**src/rtl/srp_pkg.sv**
```systemverilog
package srp_pkg;
  // Source of the next fetch address
  typedef enum logic [1:0] {
    SRC_NONE = 2'd0,
    SRC_SEEK = 2'd1,
    SRC_NEXT = 2'd2
  } fetch_src_e;
endpackage

```
**src/rtl/srp_store.sv**
```systemverilog
module srp_store #(
  parameter int unsigned DATA_W = 32,
  parameter int unsigned IDX_W  = 4,
  parameter int unsigned DEPTH  = 16
) (
  input  logic              clk,
  input  logic              we,
  input  logic [IDX_W-1:0]  widx,
  input  logic [DATA_W-1:0] wdata,
  input  logic              re,
  input  logic              rvalid_addr,
  input  logic [IDX_W-1:0]  ridx,
  output logic [DATA_W-1:0] rdata
);
  logic [DATA_W-1:0] mem [DEPTH];
  logic [DATA_W-1:0] rq;
  logic              rin_q;

  // Plain write port and registered read port, suitable for block RAM
  always_ff @(posedge clk) begin
    if (we) mem[widx] <= wdata;
  end

  always_ff @(posedge clk) begin
    if (re) begin
      rq    <= mem[ridx];
      rin_q <= rvalid_addr;
    end
  end

  assign rdata = rin_q ? rq : '0;
endmodule

```
**src/rtl/srp_fetch_timer.sv**
```systemverilog
module srp_fetch_timer #(
  parameter int unsigned LATENCY = 3
) (
  input  logic clk,
  input  logic rst,
  input  logic start,
  input  logic from_seek,
  output logic done_o,
  output logic busy_o,
  output logic empty_o,
  output logic full_o
);
  localparam int unsigned CNT_W = $clog2(LATENCY + 1);
  logic [CNT_W-1:0] cnt;

  assign busy_o = (cnt != '0);
  assign done_o = (cnt == CNT_W'(1)) && !start;

  always_ff @(posedge clk) begin
    if (rst) begin
      cnt     <= '0;
      empty_o <= 1'b1;
      full_o  <= 1'b0;
    end else if (start) begin
      cnt     <= CNT_W'(LATENCY);
      empty_o <= 1'b1;
      if (from_seek) full_o <= 1'b1;
    end else if (busy_o) begin
      cnt <= cnt - 1'b1;
      if (cnt == CNT_W'(1)) begin
        empty_o <= 1'b0;
        full_o  <= 1'b0;
      end
    end
  end

  // completion releases both flags on the next edge
  assert_done_clears_R3: assert property (@(posedge clk) disable iff (rst)
    done_o |=> (!empty_o && !full_o));
endmodule

```
**src/rtl/srp_out_stage.sv**
```systemverilog
module srp_out_stage #(
  parameter int unsigned DATA_W = 32
) (
  input  logic              clk,
  input  logic              rst,
  input  logic              rd_en,
  input  logic              clear,
  input  logic              wr_hit,
  input  logic [DATA_W-1:0] wr_data,
  input  logic [DATA_W-1:0] store_word,
  output logic [DATA_W-1:0] rd_data_o
);
  logic              byp_v;
  logic [DATA_W-1:0] byp_d;

  // Newer data written to the waiting address overrides the fetched word
  always_ff @(posedge clk) begin
    if (rst) begin
      byp_v <= 1'b0;
      byp_d <= '0;
    end else if (clear) begin
      byp_v <= 1'b0;
    end else if (wr_hit) begin
      byp_v <= 1'b1;
      byp_d <= wr_data;
    end
  end

  always_ff @(posedge clk) begin
    if (rst)        rd_data_o <= '0;
    else if (rd_en) rd_data_o <= byp_v ? byp_d : store_word;
  end
endmodule

```
**src/rtl/seek_regfile_port.sv**
```systemverilog
module seek_regfile_port #(
  parameter int unsigned DATA_W   = 32,
  parameter int unsigned ADDR_W   = 6,
  parameter int unsigned NUM_REGS = 20,
  parameter int unsigned LATENCY  = 3
) (
  input  logic              clk,
  input  logic              rst,
  input  logic [ADDR_W-1:0] addr,
  input  logic              addr_upd,
  input  logic              wr_en,
  input  logic [DATA_W-1:0] wr_data,
  output logic              wr_full,
  input  logic              rd_en,
  output logic [DATA_W-1:0] rd_data,
  output logic              rd_empty
);
  import srp_pkg::*;

  localparam int unsigned IDX_W = (NUM_REGS > 1) ? $clog2(NUM_REGS) : 1;
  localparam logic [ADDR_W:0] LIMIT = (ADDR_W + 1)'(NUM_REGS);

  fetch_src_e        src;
  logic [ADDR_W-1:0] fetch_addr;
  logic              start, done, busy;
  logic              wr_ok, fetch_in, wr_hit;
  logic [DATA_W-1:0] store_word;

  assign start    = addr_upd | rd_en;
  assign wr_ok    = wr_en && ({1'b0, addr} < LIMIT);
  assign fetch_in = ({1'b0, fetch_addr} < LIMIT);
  assign wr_hit   = wr_ok && (addr == fetch_addr) && (!busy || done);

  always_comb begin
    if (addr_upd)   src = SRC_SEEK;
    else if (rd_en) src = SRC_NEXT;
    else            src = SRC_NONE;
  end

  always_ff @(posedge clk) begin
    if (rst) fetch_addr <= '0;
    else begin
      case (src)
        SRC_SEEK: fetch_addr <= addr;
        SRC_NEXT: fetch_addr <= addr + 1'b1;
        default:  fetch_addr <= fetch_addr;
      endcase
    end
  end

  srp_fetch_timer #(.LATENCY(LATENCY)) timer_i (
    .clk(clk), .rst(rst), .start(start), .from_seek(addr_upd),
    .done_o(done), .busy_o(busy), .empty_o(rd_empty), .full_o(wr_full)
  );

  srp_store #(.DATA_W(DATA_W), .IDX_W(IDX_W), .DEPTH(NUM_REGS)) store_i (
    .clk(clk), .we(wr_ok), .widx(addr[IDX_W-1:0]), .wdata(wr_data),
    .re(done), .rvalid_addr(fetch_in), .ridx(fetch_addr[IDX_W-1:0]),
    .rdata(store_word)
  );

  srp_out_stage #(.DATA_W(DATA_W)) out_i (
    .clk(clk), .rst(rst), .rd_en(rd_en), .clear(start), .wr_hit(wr_hit),
    .wr_data(wr_data), .store_word(store_word), .rd_data_o(rd_data)
  );

  // Past-value checks start one cycle after reset is released
  logic chk_ok;
  always_ff @(posedge clk) begin
    if (rst) chk_ok <= 1'b0;
    else     chk_ok <= 1'b1;
  end

  assert_empty_cause_R8: assert property (@(posedge clk) disable iff (rst || !chk_ok)
    $rose(rd_empty) |-> $past(addr_upd || rd_en));

  assert_full_cause_R8: assert property (@(posedge clk) disable iff (rst || !chk_ok)
    $rose(wr_full) |-> $past(addr_upd));

  assert_seek_stalls_R3: assert property (@(posedge clk) disable iff (rst)
    addr_upd |=> (rd_empty && wr_full));

  assert_data_hold_R4: assert property (@(posedge clk) disable iff (rst || !chk_ok)
    !$past(rd_en) |-> $stable(rd_data));
endmodule

```
**config.mk**
```make
export PLATFORM = sky130hd
export DESIGN_NAME = seek_regfile_port
export DESIGN_NICKNAME = d
export VERILOG_FILES = /design/src/rtl/srp_pkg.sv /design/src/rtl/srp_store.sv /design/src/rtl/srp_fetch_timer.sv /design/src/rtl/srp_out_stage.sv /design/src/rtl/seek_regfile_port.sv
export SDC_FILE = /design/constraint.sdc
export NUM_CORES = 1
export LEC_CHECK = 0
export ABC_AREA = 1
export BUFFER_PORTS_ARGS = -buffer_cell sky130_fd_sc_hd__buf_2
export CAP_MARGIN = 5
export CELL_PAD_IN_SITES_DETAIL_PLACEMENT = 1
export CELL_PAD_IN_SITES_GLOBAL_PLACEMENT = 1
export CORE_MARGIN = 2
export CORE_UTILIZATION = 47
export CTS_CLUSTER_DIAMETER = 50
export DETAILED_ROUTE_END_ITERATION = 8
export PLACE_DENSITY = 0.84
export SETUP_SLACK_MARGIN = 0.02
export SLEW_MARGIN = 20
export SYNTH_ARGS = -nofsm -noshare
export SYNTH_HDL_FRONTEND = slang
export SYNTH_SLANG_ARGS = --single-unit
```
**constraint.sdc**
```tcl
create_clock -name clk -period 5.1 [get_ports clk]
set_input_delay 0.51 -clock clk [delete_from_list [all_inputs] [get_ports clk]]
set_output_delay 0.51 -clock clk [all_outputs]
set_load 0.005 [all_outputs]
```
==> qor.yml <==
synth:
  synth_seq_area_share: 0.731
  avgSynthCellArea_sq_um: 11.5
  yosysWarnings: 0
  syn_nets: 2639
  syn_area_sq_um: 29700
  syn_inst: 2589
  synth_cell_types: 19
  ys_ff_latch: 748
timing:
  fin_crit_ns: 3.34
  max_freq_mhz: 299
  final-hold-violation-count: 0
  setup_viol: 0
  slew_violations: 0
  finalSetupTns_ns: 0
  whs_ns: 0.142
  fin_skew_ns: 0.0312
  post-route-period-util: 0.656
  maxSlewHeadroom: 0.140
  tightest_slew_ns: 1.29
  rsz0062_at_grt: "no"
layout:
  syn2layout_area_growth_pct: 13.6
  final_cell_mix: "673 x edfxtp_1, 508 x nand2_1, 373 x nor2_1, 268 x o21ai_0, 234 x nand3_1"
  nets: 2671
  final_common_cell: "edfxtp_1"
  drive_gt1_frac: 0.103
critical_path:
  worstSetupPathType: "flop to flop"
  crit_arrival_ns: 3.86
  path_max_fanout: 65
  start_kind: "flop"
  end_kind: "flop"
  cp.required_ns: 5.62
power_and_ir_drop:
  p_leak_uw: 0.0120
  power_density_nw_per_um2: 410
  finalPower_uw: 13800
  ir_drop_mv: 0.244
detailed_routing:
  dr_wl_met3_um: 8520
  vias: 21800
  dr.max_layer_used: "met5"
  m1WireLength_um: 35900
  wl_per_cell_um: 27.1
  drtIter0Drc: 2655
  wirelength_um: 95900
  drc: 0
  postRouteAntennaNets: 0
  dr.pass1.iters: 5
  routed-wl-met2_um: 47200
  vias_per_cell: 6.16
clock_network:
  cts.sinks: 748
  post-cts-setup-buffer-count: 0
  htreeDepth: 3
  clkTransAtPathRegs_ns: 0.06
  worstSkewPairLatency_ns: 0.65
  clockRootBuffer: "clkbuf_16"
  ctsHoldBuffers: 0
  cts_max_path_buffers: 3
  cts_resized: 0
  cts_made_buffers: 81
  cts_tree: "done"
grt:
  grt_pass1_vias: 23400
  track_usage: 0.292
  grt_antenna_before_repair: 4
  grt_pass1_wl_um: 144000
  overflow: 0
  grt_start_max_net_pins: 217
floorplan:
  rows: 92
  start_util: 0.474
  die_h_um: 255
  coreArea_sq_um: 62700
  io_pins: 77
  die_area_sq_um: 65200
  die_w_um: 255
place:
  place_congestion: 0.843
  post-dp-hpwl_um: 50000
  io_buffer_count: 76
outcome:
  status: "completed"
flow_run:
  maxCapViolations: 0
hold_path:
  hold_path_class: "input pin to flop"
[flip-flops by register name, summed over array words and instances (netlist names), 2 cells and up]
signal,flops
timer_i.cnt,2
store_i.mem,640
out_i.rd_data_o,32
out_i.byp_d,32
fetch_addr,6
store_i.rq,32
[worst max-delay path, cell delays in order (launching register included)]
cell	delay (ns)
dfxtp_2	0.31
buf_4	0.52
inv_2	0.63
nand2_1	0.22
nand2_1	0.10
nor2_1	0.10
nand2_1	0.10
nor2_4	0.10
buf_4	0.66
nand3_1	0.22
nand2_1	0.13
nor2_1	0.08
[synthesized netlist by cell type (all sizes together)]
| master | instances | area [sq um] |
|---|---|---|
| o21ai | 268 | 1340 |
| edfxtp | 673 | 20200 |
| a31oi | 1 | 6.26 |
| dfxtp | 75 | 1500 |
| ha | 7 | 87.6 |
| inv | 61 | 229 |
| o22ai | 34 | 213 |
| nand2 | 508 | 1910 |
| nor3 | 2 | 10.0 |
| nand3 | 234 | 1170 |
| buf | 77 | 388 |
| clkbuf | 88 | 330 |
| a21oi | 163 | 816 |
| nor2 | 398 | 1500 |
[layout make-up]
cell class | instances | area, sq um
fill | 6451 | 29000
sequential | 748 | 21700
multi-input combinational | 1615 | 7230
clock buffer | 103 | 2250
tap | 846 | 1060
timing repair buffer | 114 | 711
clock inverter | 48 | 520
inverter | 61 | 239
antenna | 1 | 2.50
[cells by family after synthesis]
group                    after synthesis  share of synthesized area
AND/OR/NAND/NOR                     1142                      0.154
AO/OA/AOI/OAI                        466                     0.0800
buffers and inverters                226                     0.0319
flip-flops                           748                      0.731
adder cells (fa/ha/maj)                7                    0.00295
[per-layer routing]
layer / global-route usage / vias up
met5: 0 / -
met4: 0.149 / 2
met3: 0.0513 / 289
met2: 0.489 / 1327
met1: 0.367 / 11000
li1: - / 9129
[worst paths after layout]
path	depth (start not counted)	start	slack (ns)	to
setup / recovery	11	fetch_addr[2]	1.76	out_i.byp_d[14]
hold / removal	2	rst	0.14	timer_i.full_o
setup reg to reg	11	fetch_addr[2]	1.76	out_i.byp_d[14]
hold reg to reg	2	out_i.byp_d[1]	0.49	out_i.byp_d[1]
[metrics by stage]
step,instances,util,worst slack (ns),area (sq um)
finish,3536,0.538,1.76,33700
global route,3535,0.538,1.56,33700
CTS,3534,0.537,1.67,33700
detailed placement,3383,0.493,1.71,30900
global placement,3383,0.493,1.97,30900
floorplan,2589,-,2.26,29700
[where the power goes]
part | leakage [uW] | switching [uW] | internal, uW
Clock | 0.00135 | 2540 | 3610
Sequential | 0.00667 | 43.1 | 6740
Combinational | 0.00394 | 666 | 215
(Power assumes the default switching activity.)
